==> src/rtl/uart_status_irq_pkg.sv <==
package uart_status_irq_pkg;
  localparam int FLAG_W = 8;
  localparam int BIT_DR    = 0;
  localparam int BIT_RDF   = 1;
  localparam int BIT_PER   = 2;
  localparam int BIT_FER   = 3;
  localparam int BIT_BRK   = 4;
  localparam int BIT_TDFE  = 5;
  localparam int BIT_TEND  = 6;
  localparam int BIT_RXERR = 7;
  localparam logic [FLAG_W-1:0] CLEARABLE   = 8'hF3;
  localparam logic [FLAG_W-1:0] FLAGS_RESET = 8'h60;

  typedef struct packed {
    logic [FLAG_W-1:0] setMask;
    logic [FLAG_W-1:0] clrMask;
    logic              captureRead;
  } flagStrobe_t;
endpackage

==> src/rtl/uart_status_ctrl.sv <==
module uart_status_ctrl
  import uart_status_irq_pkg::*;
(
  input  logic              rdEn,
  input  logic              wrEn,
  input  logic [FLAG_W-1:0] wrData,
  input  logic [FLAG_W-1:0] evt,
  input  logic              lvlTxTrig,
  input  logic              lvlRxTrig,
  input  logic              lvlRxNotEmpty,
  input  logic [FLAG_W-1:0] armed,
  output flagStrobe_t       strb
);
  logic [FLAG_W-1:0] keepMask;

  always_comb begin
    // a bit survives unless written 0, clearable and armed
    keepMask = wrData | ~CLEARABLE | ~armed;
    if (lvlRxTrig)     keepMask[BIT_RDF]  = 1'b1;
    if (lvlTxTrig)     keepMask[BIT_TDFE] = 1'b1;
    if (lvlRxNotEmpty) keepMask[BIT_DR]   = 1'b1;
    strb.setMask     = evt;
    strb.clrMask     = wrEn ? ~keepMask : '0;
    strb.captureRead = rdEn;
  end
endmodule

==> src/rtl/uart_status_flags.sv <==
module uart_status_flags
  import uart_status_irq_pkg::*;
(
  input  logic              clk,
  input  logic              rstN,
  input  flagStrobe_t       strb,
  output logic [FLAG_W-1:0] flags,
  output logic [FLAG_W-1:0] flagsNext,
  output logic [FLAG_W-1:0] armed
);
  logic [FLAG_W-1:0] armedNext;

  always_comb begin
    flagsNext = (flags & ~strb.clrMask) | strb.setMask;
    if (strb.captureRead) armedNext = flags & ~strb.setMask;
    else                  armedNext = armed & ~strb.clrMask & ~strb.setMask;
  end

  always_ff @(posedge clk or negedge rstN) begin
    if (!rstN) begin
      flags <= FLAGS_RESET;
      armed <= '0;
    end else begin
      flags <= flagsNext;
      armed <= armedNext;
    end
  end

  // an event always leaves its flag set
  assert_set_wins_R7: assert property (@(posedge clk) disable iff (!rstN)
    (strb.setMask != '0) |=> ((flags & $past(strb.setMask)) == $past(strb.setMask)));

  for (genvar i = 0; i < FLAG_W; i++) begin : g_bitChk
    if (CLEARABLE[i]) begin : g_clr
      // an unarmed flag cannot be cleared
      assert_unarmed_keep_R4: assert property (@(posedge clk) disable iff (!rstN)
        (flags[i] && !armed[i] && !strb.captureRead) |=> flags[i]);
    end else begin : g_sticky
      // non-clearable flags never drop
      assert_sticky_R5: assert property (@(posedge clk) disable iff (!rstN)
        flags[i] |=> flags[i]);
    end
  end
endmodule

==> src/rtl/uart_status_irqgate.sv <==
module uart_status_irqgate
  import uart_status_irq_pkg::*;
(
  input  logic              clk,
  input  logic              rstN,
  input  logic [FLAG_W-1:0] flagsNext,
  input  logic              txEn,
  input  logic              rxEn,
  input  logic              rxErrEn,
  output logic              irqTx,
  output logic              irqRx,
  output logic              irqBreak,
  output logic              irqErr
);
  logic lineEn;
  assign lineEn = rxEn | rxErrEn;

  always_ff @(posedge clk or negedge rstN) begin
    if (!rstN) begin
      irqTx    <= 1'b0;
      irqRx    <= 1'b0;
      irqBreak <= 1'b0;
      irqErr   <= 1'b0;
    end else begin
      irqTx    <= flagsNext[BIT_TDFE] & txEn;
      irqRx    <= (flagsNext[BIT_RDF] | flagsNext[BIT_DR]) & rxEn;
      irqBreak <= flagsNext[BIT_BRK] & lineEn;
      irqErr   <= (flagsNext[BIT_RXERR] | flagsNext[BIT_FER] | flagsNext[BIT_PER]) & lineEn;
    end
  end

  assert_tx_gated_R8: assert property (@(posedge clk) disable iff (!rstN)
    !txEn |=> !irqTx);
  assert_rx_gated_R9: assert property (@(posedge clk) disable iff (!rstN)
    !rxEn |=> !irqRx);
  assert_line_gated_R10: assert property (@(posedge clk) disable iff (!rstN)
    !lineEn |=> (!irqBreak && !irqErr));
endmodule

==> src/rtl/uart_status_irq.sv <==
module uart_status_irq
  import uart_status_irq_pkg::*;
#(
  parameter int STS_W = 16
) (
  input  logic             clk,
  input  logic             rstN,
  input  logic             stsRdEn,
  input  logic             stsWrEn,
  input  logic [7:0]       stsWrData,
  output logic [STS_W-1:0] stsRdData,
  input  logic             evtRxErr,
  input  logic             evtTxEnd,
  input  logic             evtTxEmpty,
  input  logic             evtBreak,
  input  logic             evtFrameErr,
  input  logic             evtParityErr,
  input  logic             evtRxFull,
  input  logic             evtDataReady,
  input  logic             lvlTxTrig,
  input  logic             lvlRxTrig,
  input  logic             lvlRxNotEmpty,
  input  logic             ctlTxIntEn,
  input  logic             ctlRxIntEn,
  input  logic             ctlRxErrIntEn,
  output logic             irqTx,
  output logic             irqRx,
  output logic             irqBreak,
  output logic             irqErr
);
  localparam int PAD_W = STS_W - FLAG_W;

  flagStrobe_t       strb;
  logic [FLAG_W-1:0] flags;
  logic [FLAG_W-1:0] flagsNext;
  logic [FLAG_W-1:0] armed;
  logic [FLAG_W-1:0] evtVec;

  assign evtVec = {evtRxErr, evtTxEnd, evtTxEmpty, evtBreak,
                   evtFrameErr, evtParityErr, evtRxFull, evtDataReady};
  assign stsRdData = {{PAD_W{1'b0}}, flags};

  uart_status_ctrl u_ctrl (
    .rdEn(stsRdEn), .wrEn(stsWrEn), .wrData(stsWrData), .evt(evtVec),
    .lvlTxTrig(lvlTxTrig), .lvlRxTrig(lvlRxTrig), .lvlRxNotEmpty(lvlRxNotEmpty),
    .armed(armed), .strb(strb)
  );

  uart_status_flags u_flags (
    .clk(clk), .rstN(rstN), .strb(strb),
    .flags(flags), .flagsNext(flagsNext), .armed(armed)
  );

  uart_status_irqgate u_irq (
    .clk(clk), .rstN(rstN), .flagsNext(flagsNext),
    .txEn(ctlTxIntEn), .rxEn(ctlRxIntEn), .rxErrEn(ctlRxErrIntEn),
    .irqTx(irqTx), .irqRx(irqRx), .irqBreak(irqBreak), .irqErr(irqErr)
  );

  // level-backed flags survive while their condition holds
  assert_dr_held_R6: assert property (@(posedge clk) disable iff (!rstN)
    (lvlRxNotEmpty && flags[BIT_DR]) |=> flags[BIT_DR]);
  assert_rdf_held_R6: assert property (@(posedge clk) disable iff (!rstN)
    (lvlRxTrig && flags[BIT_RDF]) |=> flags[BIT_RDF]);
  assert_tdfe_held_R6: assert property (@(posedge clk) disable iff (!rstN)
    (lvlTxTrig && flags[BIT_TDFE]) |=> flags[BIT_TDFE]);
endmodule

==> config.mk <==
export PLATFORM = sky130hd
export DESIGN_NAME = uart_status_irq
export DESIGN_NICKNAME = d
export VERILOG_FILES = /design/src/rtl/uart_status_irq_pkg.sv /design/src/rtl/uart_status_ctrl.sv /design/src/rtl/uart_status_flags.sv /design/src/rtl/uart_status_irqgate.sv /design/src/rtl/uart_status_irq.sv
export SDC_FILE = /design/constraint.sdc
export NUM_CORES = 1
export LEC_CHECK = 0
export ABC_CLOCK_PERIOD_IN_PS = 1200
export CAP_MARGIN = 20
export CORE_ASPECT_RATIO = 0.8
export CORE_MARGIN = 1
export CORE_UTILIZATION = 38
export CTS_BUF_LIST = sky130_fd_sc_hd__clkbuf_2 sky130_fd_sc_hd__clkbuf_4 sky130_fd_sc_hd__clkbuf_8
export DETAILED_ROUTE_END_ITERATION = 16
export GPL_ROUTABILITY_DRIVEN = 1
export PLACE_DENSITY = 0.91
export SLEW_MARGIN = 20
export SYNTH_ARGS = -nofsm -noshare
export SYNTH_HDL_FRONTEND = slang
export SYNTH_SLANG_ARGS = --single-unit
export TNS_END_PERCENT = 5
==> constraint.sdc <==
create_clock -name clk -period 1.2 [get_ports clk]
set_input_delay 0.24 -clock clk [delete_from_list [all_inputs] [get_ports clk]]
set_output_delay 0.24 -clock clk [all_outputs]
set_load 0.02 [all_outputs]
==> results.txt, run 1 <==
- Status: complete, but fails checks
* Violations in the final reports: negative setup slack
* Minimum setup slack among reg-to-reg paths: 0.07 ns
- Across the whole layout, storage elements account for 453 um2.
* Routability-driven placement congestion ratio: 0.779
* Number of synthesized flops with an enable pin: 0
* Power per unit of standard cell area: 997 nW/um2
- Startpoint of the lowest-slack register-to-register path: u_flags.flags[3]$_DFF_PN0_
* Share of Yosys cell area claimed by the top area cell type: 51.7%
- Counting distinct cell types in the post-synthesis netlist gives 21.
- After synthesis, the largest family of logic cells by area is compound AO/OA/AOI/OAI gates.
* Worst Setup Start Kind: primary input
* Vias in the first global route: 713
- After layout, the minimum clock period comes to 1.22 ns.
- The completed layout was analyzed and its total power is 1.21 mW.
* Hold Path Class: in -> async
- Measured in cells, the most critical reg-to-reg path has a length of 2.
* Area occupied by multi-input gates: 283 um2
* Worst-Skew Late Latency: 0.28 ns
- Port-buffer cells: 35
- Fill cells: 152
- Area of the core region: 1890 um2
- Final setup vio count: 1
- Timing would allow up to 821 MHz.
- Final hold vios: 0
- The synthesized design contains 18 register bits.
- After clock tree synthesis, the flow added hold-fix buffers numbering 0.
- For this run, the number of standard cells in the final layout without fillers is 139.
- Area Growth Syn to Fin: 56.5%
* Worst Skew: 0.00420 ns
- Entering global routing, the biggest net connects 11 pins.
- After Yosys synthesis, XOR and XNOR cells account for 0% of the synthesized area.
- Of the total synthesized cell area, the portion taken by AND, OR, NAND and NOR gates is 14.9%.
- DR DRC count: 0
* Critical path start-end classification: in -> reg
- For this run the aggregate overflow at the end of global routing stands at 0.
* Main flop type after synthesis: dfrtp_1
* Global-route wire length before repair: 3010 um
- Pleak: 0.524 nW
- Counting flops with an async set or reset pin after synthesis yields a share of 100%.
* Library cell used as clock root buffer: clkbuf_4
- Cells after Synth: 67
* Fraction of final layout cells with drive strength greater than 1: 27.0%
* Final worst slack: -0.0185 ns
- First-pass DRT Iterations: 4
* Final worst-path cycle share: 102%
- Of the post-synthesis cell area, the part taken by muxes is 0%.
- The initial antenna violation count was 0.
- Data required time at the worst endpoint: 1.38 ns
* Adder and majority cell fraction of the synthesized area: 0%
- Including well taps, the total number of placed cells is 134.
- Routed Wire Length: 1840 um
* Placement Setup Slack: -0.486 ns
* Worst supply voltage drop on vdd: 0.695 mV
* Die Y: 42.4 um
- IO Count: 46
- Cell area after placement: 1190 um2
* Number of antenna repair diodes: 0
- The wire-length estimate of the detail-placed layout is 1440 um.
* Die Span X: 52.5 um
- At the worst endpoint, the arrival time is 1.40 ns.
- The final count of pins violating max slew was 0.
* Seq/Total Area, Yosys: 58.5%
* Post-synth top area cell: dfrtp_1
- CTS built an H-tree with a depth of 1.
- For this run, the total global-route usage over all layers was measured as 18.7%.
- Avg Synthesized Cell Area: 11.6 um2
* Number of clock sinks: 18
- The floorplan has 14 rows.
- After the last flow step, the layout net total stands at 142.
- Top cells by count, synth: dfrtp_1, buf_4, a21oi_1, nand2_1, a21o_1
- Post-synthesis compound-gate area fraction: 17.4%
- After detailed routing, the number of vias per cell comes to 4.95.
- WL/cell: 13.3 um
- Warnings from Yosys: 0
* Setup repair after global routing missed its margin: yes
- Kind of capture point of the worst setup path: flop
* Max Fanout on Critical Path: 2
- After routing, the total negative slack on setup checks comes to -0.0185 ns.
* Starting density of the core: 40.9%
- First-iteration detailed-routing DRC count: 10
- Number of max-cap violations: 0
- The detail route stage leaves a number of antenna-violating nets equal to 0.
* Mapped cell area: 774 um2
* Overall die area: 2220 um2
* Maximum count of clock buffers along a single path: 2
* Clock tree from TritonCTS: done
* Destination of the worst register-to-register timing path: u_irq.irqErr$_DFF_PN0_
- Counting the buffers created by CTS gives 3.
- After routing the design area is 1210 um2.
- In the post-synthesis netlist, the biggest area contributors are dfrtp_1, buf_4, dfstp_2.
* Most instantiated library cell after synthesis: dfrtp_1
* DR vias: 688
- CTS clock-pin slew for the worst setup and hold paths: 0.10 ns
[layout make-up]
class                      instances  share of cell area, %
sequential                        18                   37.4
timing repair buffer              45                   33.7
multi-input combinational         46                   23.3
clock buffer                       4                   2.48
tap                               24                   2.48
inverter                           2                  0.619
[cell families after synthesis]
family	after synthesis
flip-flops	18
AND/OR/NAND/NOR	19
buffers and inverters	10
AO/OA/AOI/OAI	19
other	1
[report_power, final]
part	internal [mW]	switching, mW	total, mW
clock	0.152	0.172	0.323
combinational	0.125	0.110	0.235
sequential	0.636	0.0143	0.651
total	0.912	0.296	1.21
[flip-flops by register name, summed over array words and instances (netlist names)]
signal	count
u_flags.flags	8
u_flags.armed	6
u_irq.irqBreak	1
u_irq.irqErr	1
u_irq.irqRx	1
u_irq.irqTx	1
[worst max-delay path: stages]
cell and delay [ns]:
clkdlybuf4s50_1 0.40, or3b_4 0.40, o22a_1 0.18, o21a_1 0.18
[layout by cell type (no fill, tap or decap)]
cell type	synthesis	layout
clkdlybuf4s15_2	0	4
buf_6	0	2
dfstp_2	2	2
nand4bb_1	1	1
o211ai_1	3	3
buf_4	8	10
dlymetal6s2s_1	0	1
clkdlybuf4s15_1	0	1
clkbuf_2	0	2
dlygate4sd2_1	0	1
nand2b_1	2	2
or2_2	2	2
o21a_1	2	2
o311ai_0	1	1
nand3_1	2	2
a21oi_1	6	6
o32a_1	1	1
clkbuf_4	0	4
o22a_1	1	1
inv_1	2	2
o22a_2	1	1
or3b_1	2	1
conb_1	1	8
dfrtp_1	16	16
and2_1	1	1
nand3b_1	3	3
clkdlybuf4s50_1	0	21
nand2_1	6	6
or3b_4	0	1
a21o_1	4	4
buf_2	0	3
[worst max path at each step]
| stage | end | slack, ns | from |
|---|---|---|---|
| 2_1_floorplan | u_irq.irqErr$_DFF_PN0_ | 0.02 | u_flags.flags[3]$_DFF_PN0_ |
| 5_1_grt | stsRdData[5] | -0.03 | u_flags.flags[5]$_DFF_PN1_ |
| 4_1_cts | u_irq.irqRx$_DFF_PN0_ | -0.02 | stsWrData[0] |
| 6_report | u_irq.irqRx$_DFF_PN0_ | -0.02 | stsWrData[0] |
| 3_3_place_gp | u_irq.irqRx$_DFF_PN0_ | -0.42 | stsWrEn |
| 3_5_place_dp | u_irq.irqRx$_DFF_PN0_ | -0.49 | stsWrEn |
[timing repair]
action	4_1_cts	5_1_grt
setup endpoints to repair	20	8
pin swaps	1	4
resized for setup	41	6
buffers inserted	0	1
[stage by stage]
step | hold WS [ns] | utilization [%]
after floorplan | -0.0556 | -
after global placement | 0.469 | 62.8
after detailed placement | 0.483 | 62.8
after CTS | 0.213 | 65.1
after global routing | 0.217 | 64.1
final | 0.212 | 64.1
[per-layer routing]
layer,global-route usage [%],part of all wire (%)
met1,24.9,43
met5,0,0
met2,31.4,49
met3,2.17,7.4
met4,6.32,0
(Power assumes the default switching activity.)
==> run 2, diff against run 1 <==
- CORE_UTILIZATION: 38 -> 42
- PLACE_DENSITY: 0.91 -> 0.92
- SLEW_MARGIN: 20 -> default
- SYNTH_HIERARCHICAL: default -> 1
==> run 2 against run 1 <==
The run still ends with negative setup slack left. Fmax increased by 0.19%. Worst hold slack improved by 0.050 ns. Clock power increased by 12%. Register-to-register slack got worse by 0.05 ns. Cell count increased by 4.3%. Combinational power increased by 11%. Power increased by 5.9%. Critical path type unchanged. Sequential share of layout area decreased by 1.4 points. First-iteration DRC count decreased by 20%. Clock skew about the same. Sequential power increased by 0.8%. Setup slack improved by 0.0023 ns.
==> results.txt, run 2 <==
- Maximum cell stage delay along the critical path: 0.45 ns
* Avg Synthesized Cell Area: 10.8 um2
- Data arrives at the worst endpoint at 1.44 ns.
- The cell area that synthesis handed to floorplanning was 905 um2.
- Port-buffer cells: 35
- Worst-Skew Late Latency: 0.29 ns
* Fill cells: 169
- Overall power consumption after layout is estimated at 1.28 mW.
* Initial antenna violation count: 0
- The register with the most flip-flops in the layout has 8 of them.
- Post-route minimum period: 1.22 ns
- Status: complete, but fails checks
- Worst Setup Start Kind: primary input
- Sequential share of power: 51.3%
* Top register by number of flip-flops: u_flags/flags
- Hold Path Class: in -> async
* Overall die area: 2340 um2
- The tightest hold path in the finished design has a slack of 0.262 ns.
* Fmax achieved: 822 MHz
- In this run the number of H-tree levels came out at 1.
- Relative to the synthesized area, the layout overhead comes to 39.1%.
- Starting density of the core: 46.5%
- Net switching power figure: 0.315 mW
- In this run the horizontal extent of the chip is 53.9 um.
- Violations in the final reports: negative setup slack
- WL/cell: 13.2 um
* Max-slew violation total from the final report: 0
- Number of placed instances with taps included: 140
- DR vias: 676
- Net Sw Frac: 24.6%
* First-pass DRT Iterations: 4
- Library cell used as clock root buffer: clkbuf_4
* CTS clock-pin slew for the worst setup and hold paths: 0.10 ns
* Final worst-path cycle share: 101%
- Data on the critical path is required at its endpoint by 1.42 ns.
- Global routing finished with a remaining overflow of 0.
- Number of clock sinks: 18
- Fraction of power consumed by the clock network: 28.3%
* Top library cells by usage in the layout, fill and taps aside: clkdlybuf4s50_1, dfrtp_1, conb_1, buf_4
- The floorplan step set the die height to 43.5 um.
- Cells after Synth: 84
- After floorplanning, the core was divided into 14 placement rows.
* Final std cell area, no fill: 1260 um2
- Cell area after placement: 1230 um2
- Leaving out filler cells and counting taps, the final layout contains 145.
* Maximum number of pins on one net before global-route repair: 19
- Global routing used 18.7% of the available tracks across all layers.
- After layout, the worst setup slack is -0.0162 ns.
- Leaving out fill and tap cells, the most frequent cell in the layout is clkdlybuf4s50_1.
* Max Fanout on Critical Path: 2
- In this run the count of I/O pins placed on the die edge is 46.
- Relative contribution of combinational cells to total power: 20.5%
- Global-route wire length before repair: 3080 um
* Kind of capture point of the worst setup path: flop
- Pleak: 0.570 nW
- For this run, design rule violations remaining after detail routing come to 0.
* Worst Skew: 0.00424 ns
- NumNets Final: 148
- Routed Wire Length: 1910 um
- Vias/cell: 4.66
- Detailed placement finished with a half-perimeter wire length of 1430 um.
- Area of the core region: 1940 um2
- In this run the deepest clock path goes through 2 buffers.
- ANT nets after route: 0
- Fraction of final layout cells with drive strength greater than 1: 30.6%
* Power per unit of standard cell area: 1020 nW/um2
- The congestion estimate from routability-driven global placement came to 0.656.
* Total clock buffers created by CTS: 3
- First-iteration detailed-routing DRC count: 8
- Final setup vio count: 2
* Clock tree from TritonCTS: done
* Worst supply voltage drop on vdd: 0.989 mV
* Power Internal: 0.965 mW
- Yosys printed 6 warnings.
- Number of max-cap violations: 0
* Worst-path cell with the longest stage delay: clkdlybuf4s50_1
- Critical path cell sequence: clkdlybuf4s50_1 -> and4bb_1 -> or3b_1 -> a21oi_2
* Critical path start-end classification: in -> reg
* Final hold vios: 0
* Top Registers: u_flags/flags (8), u_flags/armed (6)
* Number of antenna repair diodes: 0
* Setup repair after global routing missed its margin: yes
* Vias in the first global route: 743
- Placement Setup Slack: -0.547 ns
-- run 2: cell count changes in the layout (fill, tap and decap cells not counted), moves of 3 or more --
| cell | previous run | this run |
|---|---|---|
| inv_1 | 2 | 8 |
| a21oi_1 | 6 | 1 |
| a21oi_2 | 0 | 5 |
| a21o_1 | 4 | 8 |
| buf_2 | 3 | 7 |
| and3b_1 | 0 | 3 |
| and4bb_1 | 0 | 3 |
| clkdlybuf4s15_2 | 4 | 1 |
| nand3b_1 | 3 | 0 |
| o211ai_1 | 3 | 0 |
| or3b_4 | 1 | 4 |
-- run 2: layer usage --
metal | global-route usage, % | routed length, um | vias to the layer above | part of all wire (%)
met2 | 33.1 | 950 | 36 | 50
met5 | 0 | 0 | - | 0
met3 | 7.02 | 134 | 2 | 7.0
met1 | 20.7 | 808 | 314 | 42
met4 | 5.26 | 14 | 0 | 0.73
li1 | - | - | 324 | -
-- run 2: final cells by class --
class	instances	area, um2	share of cell area, %
Tap cell	24	30.0	2.39
Sequential cell	18	453	36.0
Inverter	8	30.0	2.39
Timing Repair Buffer	45	383	30.4
Multi-Input combinational cell	46	327	25.9
Clock buffer	4	36.3	2.88
-- run 2: per-stage QoR --
stage | util [%] | TNS [ns]
after detailed placement | 63.2 | -6.18
after global routing | 64.7 | -0.129
final | 64.7 | -0.0214
after CTS | 66.7 | -0.0781
after floorplan | - | 0
after global placement | 63.2 | -4.77
-- run 2: timing repair --
item,4_1_cts,5_1_grt
hold buffers,0,0
buffers inserted,1,0
resized for setup,48,11
endpoints found under the setup margin,22,15
pin swaps,6,1
-- run 2: power by group through the flow --
stage / combinational [mW] / clock, mW / sequential, mW
2_1_floorplan: 0.127 / 0 / 0.690
3_3_place_gp: 0.254 / 0 / 0.665
3_5_place_dp: 0.261 / 0 / 0.668
4_1_cts: 0.266 / 0.376 / 0.657
5_1_grt: 0.282 / 0.402 / 0.660
6_report: 0.262 / 0.362 / 0.656
-- run 2: worst max-delay path: cells and delay by family --
kind	cells	cell delay, ns
simple gates	2	0.61
buf+inv	1	0.45
compound gates	1	0.13
-- run 2: path summary, 6_finish.rpt --
kind	from	to	depth (start not counted)	slack (ns)
worst max-delay path	lvlTxTrig	u_flags/armed[5]$_DFF_PN0_	4	-0.02
min in group clk	ctlTxIntEn	u_irq/irqTx$_DFF_PN0_	2	0.50
max in group asynchronous	rstN	u_flags/flags[5]$_DFF_PN1_	2	0.68
worst min register to register	u_flags/flags[2]$_DFF_PN0_	u_flags/flags[2]$_DFF_PN0_	1	0.51
worst max register to register	u_flags/armed[5]$_DFF_PN0_	u_flags/armed[5]$_DFF_PN0_	3	0.02
worst min-delay path	rstN	u_irq/irqErr$_DFF_PN0_	2	0.26
